`src/rtl/pwrseq_pkg.sv`:
```
package pwrseq_pkg;
  typedef enum logic [2:0] {
    ST_IDLE,
    ST_UP_DLY,
    ST_UP_WAIT,
    ST_ON,
    ST_DN_DLY,
    ST_DN_WAIT
  } seq_st_e;
endpackage

```
`src/rtl/pwrseq_cfg.sv`:
```
module pwrseq_cfg #(
  parameter int unsigned TMR_W = 12
) (
  input  logic             clk_i,
  input  logic             rst_ni,
  input  logic [TMR_W-1:0] dly_len_i,
  input  logic             dly_on_i,
  input  logic [TMR_W-1:0] reg_len_i,
  input  logic             reg_on_i,
  output logic [TMR_W-1:0] dly_len_o,
  output logic             dly_on_o,
  output logic [TMR_W-1:0] reg_len_o,
  output logic             reg_on_o,
  output logic             vld_o
);
  always_ff @(posedge clk_i or negedge rst_ni) begin
    if (!rst_ni) begin
      dly_len_o <= '0;
      dly_on_o  <= 1'b0;
      reg_len_o <= '0;
      reg_on_o  <= 1'b0;
      vld_o     <= 1'b0;
    end else if (!vld_o) begin
      dly_len_o <= dly_len_i;
      dly_on_o  <= dly_on_i;
      reg_len_o <= reg_len_i;
      reg_on_o  <= reg_on_i;
      vld_o     <= 1'b1;
    end
  end


  cfg_frozen_chk: assert property (@(posedge clk_i) disable iff (!rst_ni)
    vld_o |=> ($stable(dly_len_o) && $stable(dly_on_o) && $stable(reg_len_o) && $stable(reg_on_o)));
endmodule

```
`src/rtl/pwrseq_tmr.sv`:
```
module pwrseq_tmr #(
  parameter int unsigned TMR_W     = 12,
  parameter int unsigned PRESC_DIV = 500
) (
  input  logic             clk_i,
  input  logic             rst_ni,
  input  logic             start_i,
  input  logic [TMR_W-1:0] len_i,
  output logic             zero_o
);
  localparam int unsigned PW = (PRESC_DIV > 1) ? $clog2(PRESC_DIV) : 1;
  localparam logic [PW-1:0] PMAX = PW'(PRESC_DIV - 1);

  logic [TMR_W-1:0] cnt_q;
  logic [PW-1:0]    pre_q;

  always_ff @(posedge clk_i or negedge rst_ni) begin
    if (!rst_ni) begin
      cnt_q <= '0;
      pre_q <= '0;
    end else if (start_i) begin
      cnt_q <= len_i;
      pre_q <= '0;
    end else if (cnt_q != '0) begin
      if (pre_q == PMAX) begin
        pre_q <= '0;
        cnt_q <= cnt_q - 1'b1;
      end else begin
        pre_q <= pre_q + 1'b1;
      end
    end
  end

  assign zero_o = (cnt_q == '0);


  tmr_hold_chk: assert property (@(posedge clk_i) disable iff (!rst_ni)
    (!start_i && zero_o) |=> zero_o);
endmodule

```
`src/rtl/pwrseq_ctrl.sv`:
```
module pwrseq_ctrl
  import pwrseq_pkg::*;
#(
  parameter int unsigned N_CH      = 4,
  parameter int unsigned TMR_W     = 12,
  parameter int unsigned PRESC_DIV = 500
) (
  input  logic             clk_i,
  input  logic             rst_ni,
  input  logic             up_i,
  input  logic [N_CH-1:0]  on_ok_i,
  input  logic [N_CH-1:0]  off_ok_i,
  input  logic [TMR_W-1:0] dly_len_i,
  input  logic             dly_on_i,
  input  logic [TMR_W-1:0] reg_len_i,
  input  logic             reg_on_i,
  output logic [N_CH-1:0]  en_o,
  output logic             pwrgd_o,
  output logic             seq_done_o,
  output logic             fault_o
);
  localparam int unsigned IW = $clog2(N_CH + 1);
  localparam int unsigned CW = (N_CH > 1) ? $clog2(N_CH) : 1;
  localparam logic [IW-1:0] IDX_END  = IW'(N_CH);
  localparam logic [IW-1:0] IDX_LAST = IW'(N_CH - 1);

  seq_st_e          st_q, st_d;
  logic [IW-1:0]    idx_q, idx_d;
  logic [N_CH-1:0]  en_q, en_d;
  logic             flt_q, flt_d;
  logic [TMR_W-1:0] dly_len_q, reg_len_q;
  logic             dly_on_q, reg_on_q, cfg_vld;
  logic             dly_zero, reg_zero, dly_start, reg_start, dly_go;
  logic [CW-1:0]    ch;

  pwrseq_cfg #(.TMR_W(TMR_W)) u_cfg (
    .clk_i, .rst_ni,
    .dly_len_i, .dly_on_i, .reg_len_i, .reg_on_i,
    .dly_len_o(dly_len_q), .dly_on_o(dly_on_q),
    .reg_len_o(reg_len_q), .reg_on_o(reg_on_q),
    .vld_o(cfg_vld)
  );

  pwrseq_tmr #(.TMR_W(TMR_W), .PRESC_DIV(PRESC_DIV)) u_dly_tmr (
    .clk_i, .rst_ni, .start_i(dly_start), .len_i(dly_len_q), .zero_o(dly_zero)
  );

  pwrseq_tmr #(.TMR_W(TMR_W), .PRESC_DIV(PRESC_DIV)) u_reg_tmr (
    .clk_i, .rst_ni, .start_i(reg_start), .len_i(reg_len_q), .zero_o(reg_zero)
  );

  assign ch     = idx_q[CW-1:0];
  assign dly_go = !dly_on_q || dly_zero;

  always_comb begin
    st_d  = st_q;
    idx_d = idx_q;
    en_d  = en_q;
    flt_d = flt_q;
    unique case (st_q)
      ST_IDLE: begin
        if (flt_q) begin
          if (!up_i && (&off_ok_i)) flt_d = 1'b0;
        end else if (cfg_vld && up_i) begin
          st_d  = ST_UP_DLY;
          idx_d = '0;
        end
      end
      ST_UP_DLY: begin
        if (!up_i) begin
          // abort: walk back from the highest enable already set
          if (idx_q == '0) st_d = ST_IDLE;
          else begin
            idx_d = idx_q - 1'b1;
            st_d  = ST_DN_DLY;
          end
        end else if (dly_go) begin
          if (idx_q == IDX_END) st_d = ST_ON;
          else begin
            en_d[ch] = 1'b1;
            st_d     = ST_UP_WAIT;
          end
        end
      end
      ST_UP_WAIT: begin
        if (!up_i) st_d = ST_DN_DLY;
        else if (on_ok_i[ch]) begin
          idx_d = idx_q + 1'b1;
          st_d  = ST_UP_DLY;
        end else if (reg_on_q && reg_zero) begin
          flt_d = 1'b1;
          st_d  = ST_DN_DLY;
        end
      end
      ST_ON: begin
        if (!up_i) begin
          idx_d = IDX_LAST;
          st_d  = ST_DN_DLY;
        end
      end
      ST_DN_DLY: begin
        if (dly_go) begin
          en_d[ch] = 1'b0;
          st_d     = ST_DN_WAIT;
        end
      end
      ST_DN_WAIT: begin
        if (off_ok_i[ch]) begin
          if (idx_q == '0) st_d = ST_IDLE;
          else begin
            idx_d = idx_q - 1'b1;
            st_d  = ST_DN_DLY;
          end
        end
      end
      default: st_d = ST_IDLE;
    endcase
  end

  assign dly_start = (st_d != st_q) && ((st_d == ST_UP_DLY) || (st_d == ST_DN_DLY));
  assign reg_start = (st_d == ST_UP_WAIT) && (st_q != ST_UP_WAIT);

  always_ff @(posedge clk_i or negedge rst_ni) begin
    if (!rst_ni) begin
      st_q  <= ST_IDLE;
      idx_q <= '0;
      en_q  <= '0;
      flt_q <= 1'b0;
    end else begin
      st_q  <= st_d;
      idx_q <= idx_d;
      en_q  <= en_d;
      flt_q <= flt_d;
    end
  end

  assign en_o       = en_q;
  assign fault_o    = flt_q;
  assign seq_done_o = (st_q == ST_ON);
  assign pwrgd_o    = (st_q == ST_ON) && (&on_ok_i);


  en_contig_chk: assert property (@(posedge clk_i) disable iff (!rst_ni)
    ((en_o + 1'b1) & en_o) == '0);

  en_one_step_chk: assert property (@(posedge clk_i) disable iff (!rst_ni)
    $countones(en_o ^ $past(en_o)) <= 1);

  pwrgd_all_en_chk: assert property (@(posedge clk_i) disable iff (!rst_ni)
    pwrgd_o |-> ((&en_o) && seq_done_o));

  done_all_en_chk: assert property (@(posedge clk_i) disable iff (!rst_ni)
    seq_done_o |-> (&en_o));

  flt_no_rise_chk: assert property (@(posedge clk_i) disable iff (!rst_ni)
    fault_o |=> ((en_o & ~$past(en_o)) == '0));

  reg_off_no_flt_chk: assert property (@(posedge clk_i) disable iff (!rst_ni)
    (!reg_on_q && !$past(fault_o)) |-> !fault_o);
endmodule

```
`config.mk`:
```
export PLATFORM = sky130hd
export DESIGN_NAME = pwrseq_ctrl
export DESIGN_NICKNAME = d
export VERILOG_FILES = /design/src/rtl/pwrseq_pkg.sv /design/src/rtl/pwrseq_cfg.sv /design/src/rtl/pwrseq_tmr.sv /design/src/rtl/pwrseq_ctrl.sv
export SDC_FILE = /design/constraint.sdc
export NUM_CORES = 1
export LEC_CHECK = 0
export ABC_CLOCK_PERIOD_IN_PS = 5000
export BUFFER_PORTS_ARGS = -buffer_cell sky130_fd_sc_hd__buf_2
export CAP_MARGIN = 20
export CELL_PAD_IN_SITES_DETAIL_PLACEMENT = 0
export CELL_PAD_IN_SITES_GLOBAL_PLACEMENT = 2
export CORE_ASPECT_RATIO = 1.2
export CORE_MARGIN = 2
export CORE_UTILIZATION = 30
export DETAILED_ROUTE_END_ITERATION = 16
export GPL_ROUTABILITY_DRIVEN = 0
export HOLD_SLACK_MARGIN = 0.12
export PLACE_DENSITY_LB_ADDON = 0.1
export SYNTH_ARGS = -nofsm -noshare
export SYNTH_HDL_FRONTEND = slang
export SYNTH_SLANG_ARGS = --single-unit
export TNS_END_PERCENT = 1
```
`constraint.sdc`:
```
create_clock -name clk_i -period 5 [get_ports clk_i]
set_clock_uncertainty 0.15 [all_clocks]
set_input_delay 0.25 -clock clk_i [delete_from_list [all_inputs] [get_ports clk_i]]
set_output_delay 0.25 -clock clk_i [all_outputs]
set_load 0.005 [all_outputs]
```
# --- After elaboration in Yosys (flattened, before gate mapping) ---
# Cells that the tools add are included.
word_totals:
  inputBits: 37
  ff_bits: 80
classes:
  eq_ne: 26
  n_bitwise: 3
  order_cmp: 2
  addsub: 6
  mux: 51
  n_reduce_logical: 31
ops:
  columns: ["operator", "count"]
  rows:
  - ["$mux 12", 6]
  - ["$mux 3", 19]
  - ["$mux 9", 6]
  - ["$ne 2x2->1 const B", 13]
  - ["$logic_not 12->1", 2]
  - ["$reduce_bool 12->1", 2]
  - ["$sub 12x1->12 const B", 2]
  - ["$add 9x1->9 const B", 2]
  - ["$eq 9x9->1 const B", 2]
  - ["$pmux 3 s6", 1]
  - ["$mux 4", 4]
  - ["$pmux 3 s5", 1]
  - ["$eq 3x3->1 const B", 4]
  - ["$reduce_and 4->1", 3]
  - ["$reduce_bool 2->1", 6]
  - ["$eq 3x2->1 const B", 3]
  - ["$mux 1", 9]
  - ["$pmux 4 s2", 1]
  - ["$reduce_and 8->1", 1]
  - ["$logic_and 1x1->1", 7]
  - ["$eq 3x1->1 const B", 2]
  - ["$logic_not 3->1", 2]
  - ["$reduce_and 5->1", 1]
  - ["$reduce_bool 5->1", 1]
  - ["15 further kinds", 19]

# --- Logic depth before layout (Yosys ltp) ---
depth:
  ltp_word: 11
  mapped_depth: 11

# --- Modules after synthesis ---
# Synthesis repeated with hierarchy kept, for this count alone.
unflattened:
  hier_cells: 452
  hier_area_um2: 4690.7
modules_own_cells:
  columns: ["mod", "seq_area_each_um2", "cells_each", "area_per_inst_um2", "instances"]
  rows:
  - ["pwrseq_tmr at u_reg_tmr", 525.5, 155, 1382.6, 1]
  - ["pwrseq_tmr at u_dly_tmr", 525.5, 136, 1281.2, 1]
  - ["pwrseq_cfg", 675.6, 57, 1098.6, 1]
  - ["pwrseq_ctrl", 275.3, 104, 928.4, 1]

# --- Worst setup path before layout ---
# OpenSTA, ideal clock, no wires.
synth_timing:
  kind: "reg-to-reg"
  start: "register idx_q[0]"
  end: "register u_dly_tmr.cnt_q[0]"
  period_less_slack_ns: 3.019
  required_ns: 4.725
  setup_slack_ns: 1.981
  setup_time_ns: 0.125
  stages_incl_launch_ff: 10
  arrival_ns: 2.744
  path_cell_list: "dfrtp_1 -> clkbuf_1 -> mux4_2 -> a211oi_1 -> a211oi_1 -> or2_1 -> buf_6 -> a2111o_1 -> buf_6 -> mux2_4"
synth_between:
  elab_chain_len: 10
  elab_cells_between_ends: 23
synth_rtl:
  columns: ["item", "line", "source"]
  rows:
  - ["from (decl)", "pwrseq_ctrl.sv:28", "logic [IW-1:0] idx_q, idx_d;"]
  - ["from (signal assigned)", "pwrseq_ctrl.sv:131", "idx_q <= idx_d;"]
  - ["$bmux 1 s2 or $eq 3x3->1 (tied branches)", "pwrseq_ctrl.sv:87, pwrseq_ctrl.sv:78", null]
  - ["$mux 1, on equally long branches", "pwrseq_ctrl.sv:87, pwrseq_ctrl.sv:78", null]
  - ["$mux 3, on equally long branches", "pwrseq_ctrl.sv:87, pwrseq_ctrl.sv:77", null]
  - ["$mux 3, on equally long branches", "pwrseq_ctrl.sv:86, pwrseq_ctrl.sv:70", null]
  - ["$pmux 3 s6 *", "pwrseq_ctrl.sv:60", "unique case (st_q)"]
  - ["named net st_d[0]", "pwrseq_ctrl.sv:27", "seq_st_e st_q, st_d;"]
  - ["$eq 3x1->1 or $eq 3x3->1 (tied branches)", "pwrseq_ctrl.sv:120", "assign dly_start = (st_d != st_q) && ((st_d == ST_UP_DLY) || (st_d == ST_DN_DLY));"]
  - ["$logic_or 1x1->1", "pwrseq_ctrl.sv:120", null]
  - ["$logic_and 1x1->1 *", "pwrseq_ctrl.sv:120", null]
  - ["$reduce_bool 2->1 (no line)", null, null]
  - ["$reduce_and 2->1 (no line)", null, null]
  - ["to (signal assigned)", "pwrseq_tmr.sv:22", "cnt_q <= len_i;"]
  - ["to (signal assigned)", "pwrseq_tmr.sv:27", "cnt_q <= cnt_q - 1'b1;"]
  - ["to (decl)", "pwrseq_tmr.sv:14", "logic [TMR_W-1:0] cnt_q;"]
# Mark *: on every way through the listed nets, which the timed path passes. The rest lies on a longest branch. The select of a mux whose other input is x is not followed.
# A chain may end at the register's enable or synchronous reset.

# --- Worst setup path in the final report ---
layout_timing:
  start: "register u_reg_tmr.cnt_q[6]"
  end: "register u_dly_tmr.cnt_q[9]"
layout_between:
  elab_chain_len: 11
  elab_cells_between_ends: 15
layout_rtl:
  columns: ["item", "line", "source"]
  rows:
  - ["from (decl)", "pwrseq_tmr.sv:14", null]
  - ["from (signal assigned)", "pwrseq_tmr.sv:22", null]
  - ["from (signal assigned)", "pwrseq_tmr.sv:27", null]
  - ["$logic_not 12->1 *", "pwrseq_tmr.sv:34", "assign zero_o = (cnt_q == '0);"]
  - ["$logic_and 1x1->1 *", "pwrseq_ctrl.sv:90", "end else if (reg_on_q && reg_zero) begin"]
  - ["$mux 3 *", "pwrseq_ctrl.sv:90", null]
  - ["$mux 3 *", "pwrseq_ctrl.sv:87", "else if (on_ok_i[ch]) begin"]
  - ["$mux 3 *", "pwrseq_ctrl.sv:86", "if (!up_i) st_d = ST_DN_DLY;"]
  - ["$pmux 3 s6 *", "pwrseq_ctrl.sv:60", null]
  - ["named net st_d[1]", "pwrseq_ctrl.sv:27", null]
  - ["$eq 3x1->1 or $eq 3x3->1 (tied branches)", "pwrseq_ctrl.sv:120", null]
  - ["$logic_or 1x1->1", "pwrseq_ctrl.sv:120", null]
  - ["$logic_and 1x1->1 *", "pwrseq_ctrl.sv:120", null]
  - ["$reduce_bool 2->1 (no line)", null, null]
  - ["$reduce_and 2->1 (no line)", null, null]
# Mark *: on every way through the listed nets, which the timed path passes. The rest lies on a longest branch.

==> run summary <==
switching power of the nets = 0.919 mW
Async SR Flop Fraction = 100%
CP top delay family = simple AND/OR/NAND/NOR gates
path category of the worst min-delay check = in2async
core area = 0.0139 sq mm
top achievable clock speed = 0.286 GHz
CTS Buf Count = 9
relative slew slack = 30.1%
initial drt markers = 99
Clock Latency Late Sink = 340 ps
critical path's slowest cell = or4_1
Vias = 3,233
post-detailed-placement half-perimeter wirelength = 6.76 mm
post-synthesis cell area = 0.00428 sq mm
sequential group share of total power = 40.5%
power per unit of standard cell area = 510 mW/mm^2
initial core utilization = 30.8%
count of different cell masters after synthesis = 53
global-route wire length before repair = 16.8 mm
Vert. Die Dim = 135 um
post-synth net total = 442
unrepaired setup endpoints after global routing = false
peak supply drop = 0.000216 V
number of sinks driven by the clock tree = 80
final-stage net count = 514
area of the die = 0.0152 sq mm
leakage = 2.28 nW
violations in the final reports = DRC
Internal = 1.78 mW
first-pass detailed-route iteration total = 10
Post-CTS Setup Bufs = 0
final-layout fill cell count = 1,399
Slew @ Worst Pin = 1050 ps
die outline width = 113 um
most frequent standard cell in the layout excluding fill and tap cells = dfrtp_1
# DRC = 3
area growth from synthesis to final layout = 23.6%
GRT Total Usage = 14.0%
wirelength, routed = 9.60 mm
Detail Route Antenna Nets = 0
final-report setup violation count = 0
pin count of the biggest net entering global routing = 57
maximum fanout count along the critical path = 14
longest individual stage delay on the worst path = 790 ps
Buffers on Ports = 43
layout cells sized above 1 = 26.5%
sum of negative setup slack = 0 ps
overall power of the completed layout = 2.70 mW
routed vias/inst = 5.00
max-cap violations = 0
final count of hold timing violations = 0
proportion of power drawn by combinational gates = 33.0%
clock-pin slew reported for the worst setup and hold paths after clock tree synthesis = 60 ps
filler-free cell count of the finished design = 647
ports placed on the boundary = 44
library cell occupying the most area in the post-synthesis netlist = dfrtp_1
crit end category = register
clock buffer depth = 2
Switching Fraction = 34.0%
vias in the first global route = 3,351
critical path launch point type = register
data required time at the worst endpoint = 5080 ps
final period utilization = 69.9%
count of buffering cells on the critical path with inverters included = 0
synthesis warning total = 0
antenna violations before repair = 0
number of H-tree branching levels = 3
critical path start-end classification = reg2reg
final-report max-slew violation count = 0
total grt overflow = 0
area share of the leading cell type in the synthesized netlist = 46.8%
clock network fraction of total power = 26.6%
highest-count cells in the layout ignoring fill and taps = dfrtp_1, mux2_2, buf_2
Inserted Diodes = 0
ys flop type = dfrtp_1
time the final worst path needs with I/O delays and setup = 3490 ps
Syn Area/Cell = 10.7 sq um
clock tree from TritonCTS = done
proportion of synthesized chip area in sequential cells = 46.8%
worst endpoint data arrival time = 3570 ps
most area-consuming cells after synthesis = dfrtp_1, mux2_2, mux2_4
total placed cells including tap cells = 601
Critical Path, Cell by Cell = or4_4, or4_1, o21ai_0, nor3_1, a2111o_1, mux2_4
buffer cell driving the clock tree root = clkbuf_16
mean routed wirelength per cell = 14.8 um
post-synthesis sequential element count = 80
row count = 47
Post-synth EDFFs = 0
WHS = 203 ps
Synth Instances = 399
result of the run = complete, but fails checks
-- registers in the layout, summed over array words and instances (netlist names), named ones only --
name,cells
fault_o,1
idx_q,3
st_q,3
u_cfg.dly_len_o,12
u_cfg.dly_on_o,1
u_cfg.reg_len_o,12
u_cfg.reg_on_o,1
u_cfg.vld_o,1
u_dly_tmr.cnt_q,12
u_dly_tmr.pre_q,9
u_reg_tmr.cnt_q,12
u_reg_tmr.pre_q,9
-- power groups by stage --
stage	combinational, mW	sequential (mW)	clock [mW]
after floorplan	0.762	1.02	0
after global placement	0.873	1.11	0
after detailed placement	0.885	1.10	0
after CTS	0.905	1.09	0.751
after global routing	1.01	1.13	0.776
final	0.890	1.09	0.717
-- layer usage --
| layer | vias to the layer above | wire [um] | GRT usage, % |
|---|---|---|---|
| met3 | 11 | 240 | 2.38 |
| met4 | 0 | 186 | 6.17 |
| met5 | - | 0 | 0 |
| met1 | 1582 | 4330 | 17.5 |
| li1 | 1594 | - | - |
| met2 | 46 | 4840 | 23.6 |
-- per-stage QoR --
stage / utilization (%) / cell area (sq um) / setup slack, ps
after global placement: 33.6 / 4670 / 1430
after floorplan: - / 4280 / 1980
after CTS: 38.1 / 5280 / 1320
after detailed placement: 33.6 / 4670 / 1350
final: 38.1 / 5290 / 1510
after global routing: 38.1 / 5290 / 1200
-- Yosys cell counts, types with 3 or more instances --
| library cell | instances |
|---|---|
| mux2_2 | 44 |
| dfrtp_1 | 80 |
| and3_1 | 7 |
| nor3b_1 | 4 |
| nand2_1 | 26 |
| nor2_1 | 31 |
| xnor2_1 | 10 |
| or4_1 | 4 |
| xor2_1 | 13 |
| clkbuf_1 | 10 |
| a31oi_1 | 4 |
| nand2b_1 | 8 |
| nor3_1 | 25 |
| a21oi_1 | 18 |
| a211oi_1 | 5 |
| inv_1 | 10 |
| nand3b_1 | 4 |
| ha_1 | 5 |
| nand4_1 | 6 |
| or3_1 | 4 |
| nand3_1 | 16 |
| o21ai_0 | 10 |
| mux2_4 | 10 |
| or4_4 | 3 |
| nor4_1 | 5 |
-- worst paths after layout --
kind | startpoint | endpoint | slack [ps] | depth (start not counted)
setup / recovery | u_reg_tmr.cnt_q[6]$_DFFE_PN0P_ | u_dly_tmr.cnt_q[9]$_DFFE_PN0P_ | 1510 | 6
hold / removal | rst_ni | u_dly_tmr.pre_q[3]$_DFFE_PN0P_ | 200 | 2
setup reg to reg | u_reg_tmr.cnt_q[6]$_DFFE_PN0P_ | u_dly_tmr.cnt_q[9]$_DFFE_PN0P_ | 1510 | 6
hold reg to reg | u_reg_tmr.pre_q[7]$_DFFE_PN0P_ | u_reg_tmr.pre_q[7]$_DFFE_PN0P_ | 350 | 1
max in group asynchronous | rst_ni | u_reg_tmr.cnt_q[8]$_DFFE_PN0P_ | 3460 | 3
min in group clk_i | u_reg_tmr.pre_q[7]$_DFFE_PN0P_ | u_reg_tmr.pre_q[7]$_DFFE_PN0P_ | 350 | 1
-- cell families (layout without fill, tap and decap cells) --
| family | after synthesis | count (layout) | synth area share (%) |
|---|---|---|---|
| other | 1 | 1 | 0.0876 |
| buffers and inverters | 27 | 104 | 2.78 |
| adder cells (fa/ha/maj) | 6 | 6 | 1.93 |
| XOR/XNOR | 23 | 23 | 4.71 |
| multiplexers | 58 | 58 | 16.6 |
| AO/OA/AOI/OAI | 53 | 53 | 8.48 |
| AND/OR/NAND/NOR | 151 | 151 | 18.6 |
| flip-flops | 80 | 80 | 46.8 |
-- cell type report --
class	count	area (sq um)	area share (%)
Sequential cell	80	2000	37.8
Multi-Input combinational cell	292	2160	40.9
Clock buffer	10	229	4.33
Clock inverter	6	92.6	1.75
Tap cell	171	214	4.04
Timing Repair Buffer	77	549	10.4
Inverter	11	41.3	0.780
-- timing repair --
item	CTS	global route
resized for setup	0	0
endpoints found under the hold margin	51	0
hold buffers	29	0
No activity file was read; power rests on OpenSTA's default activity.
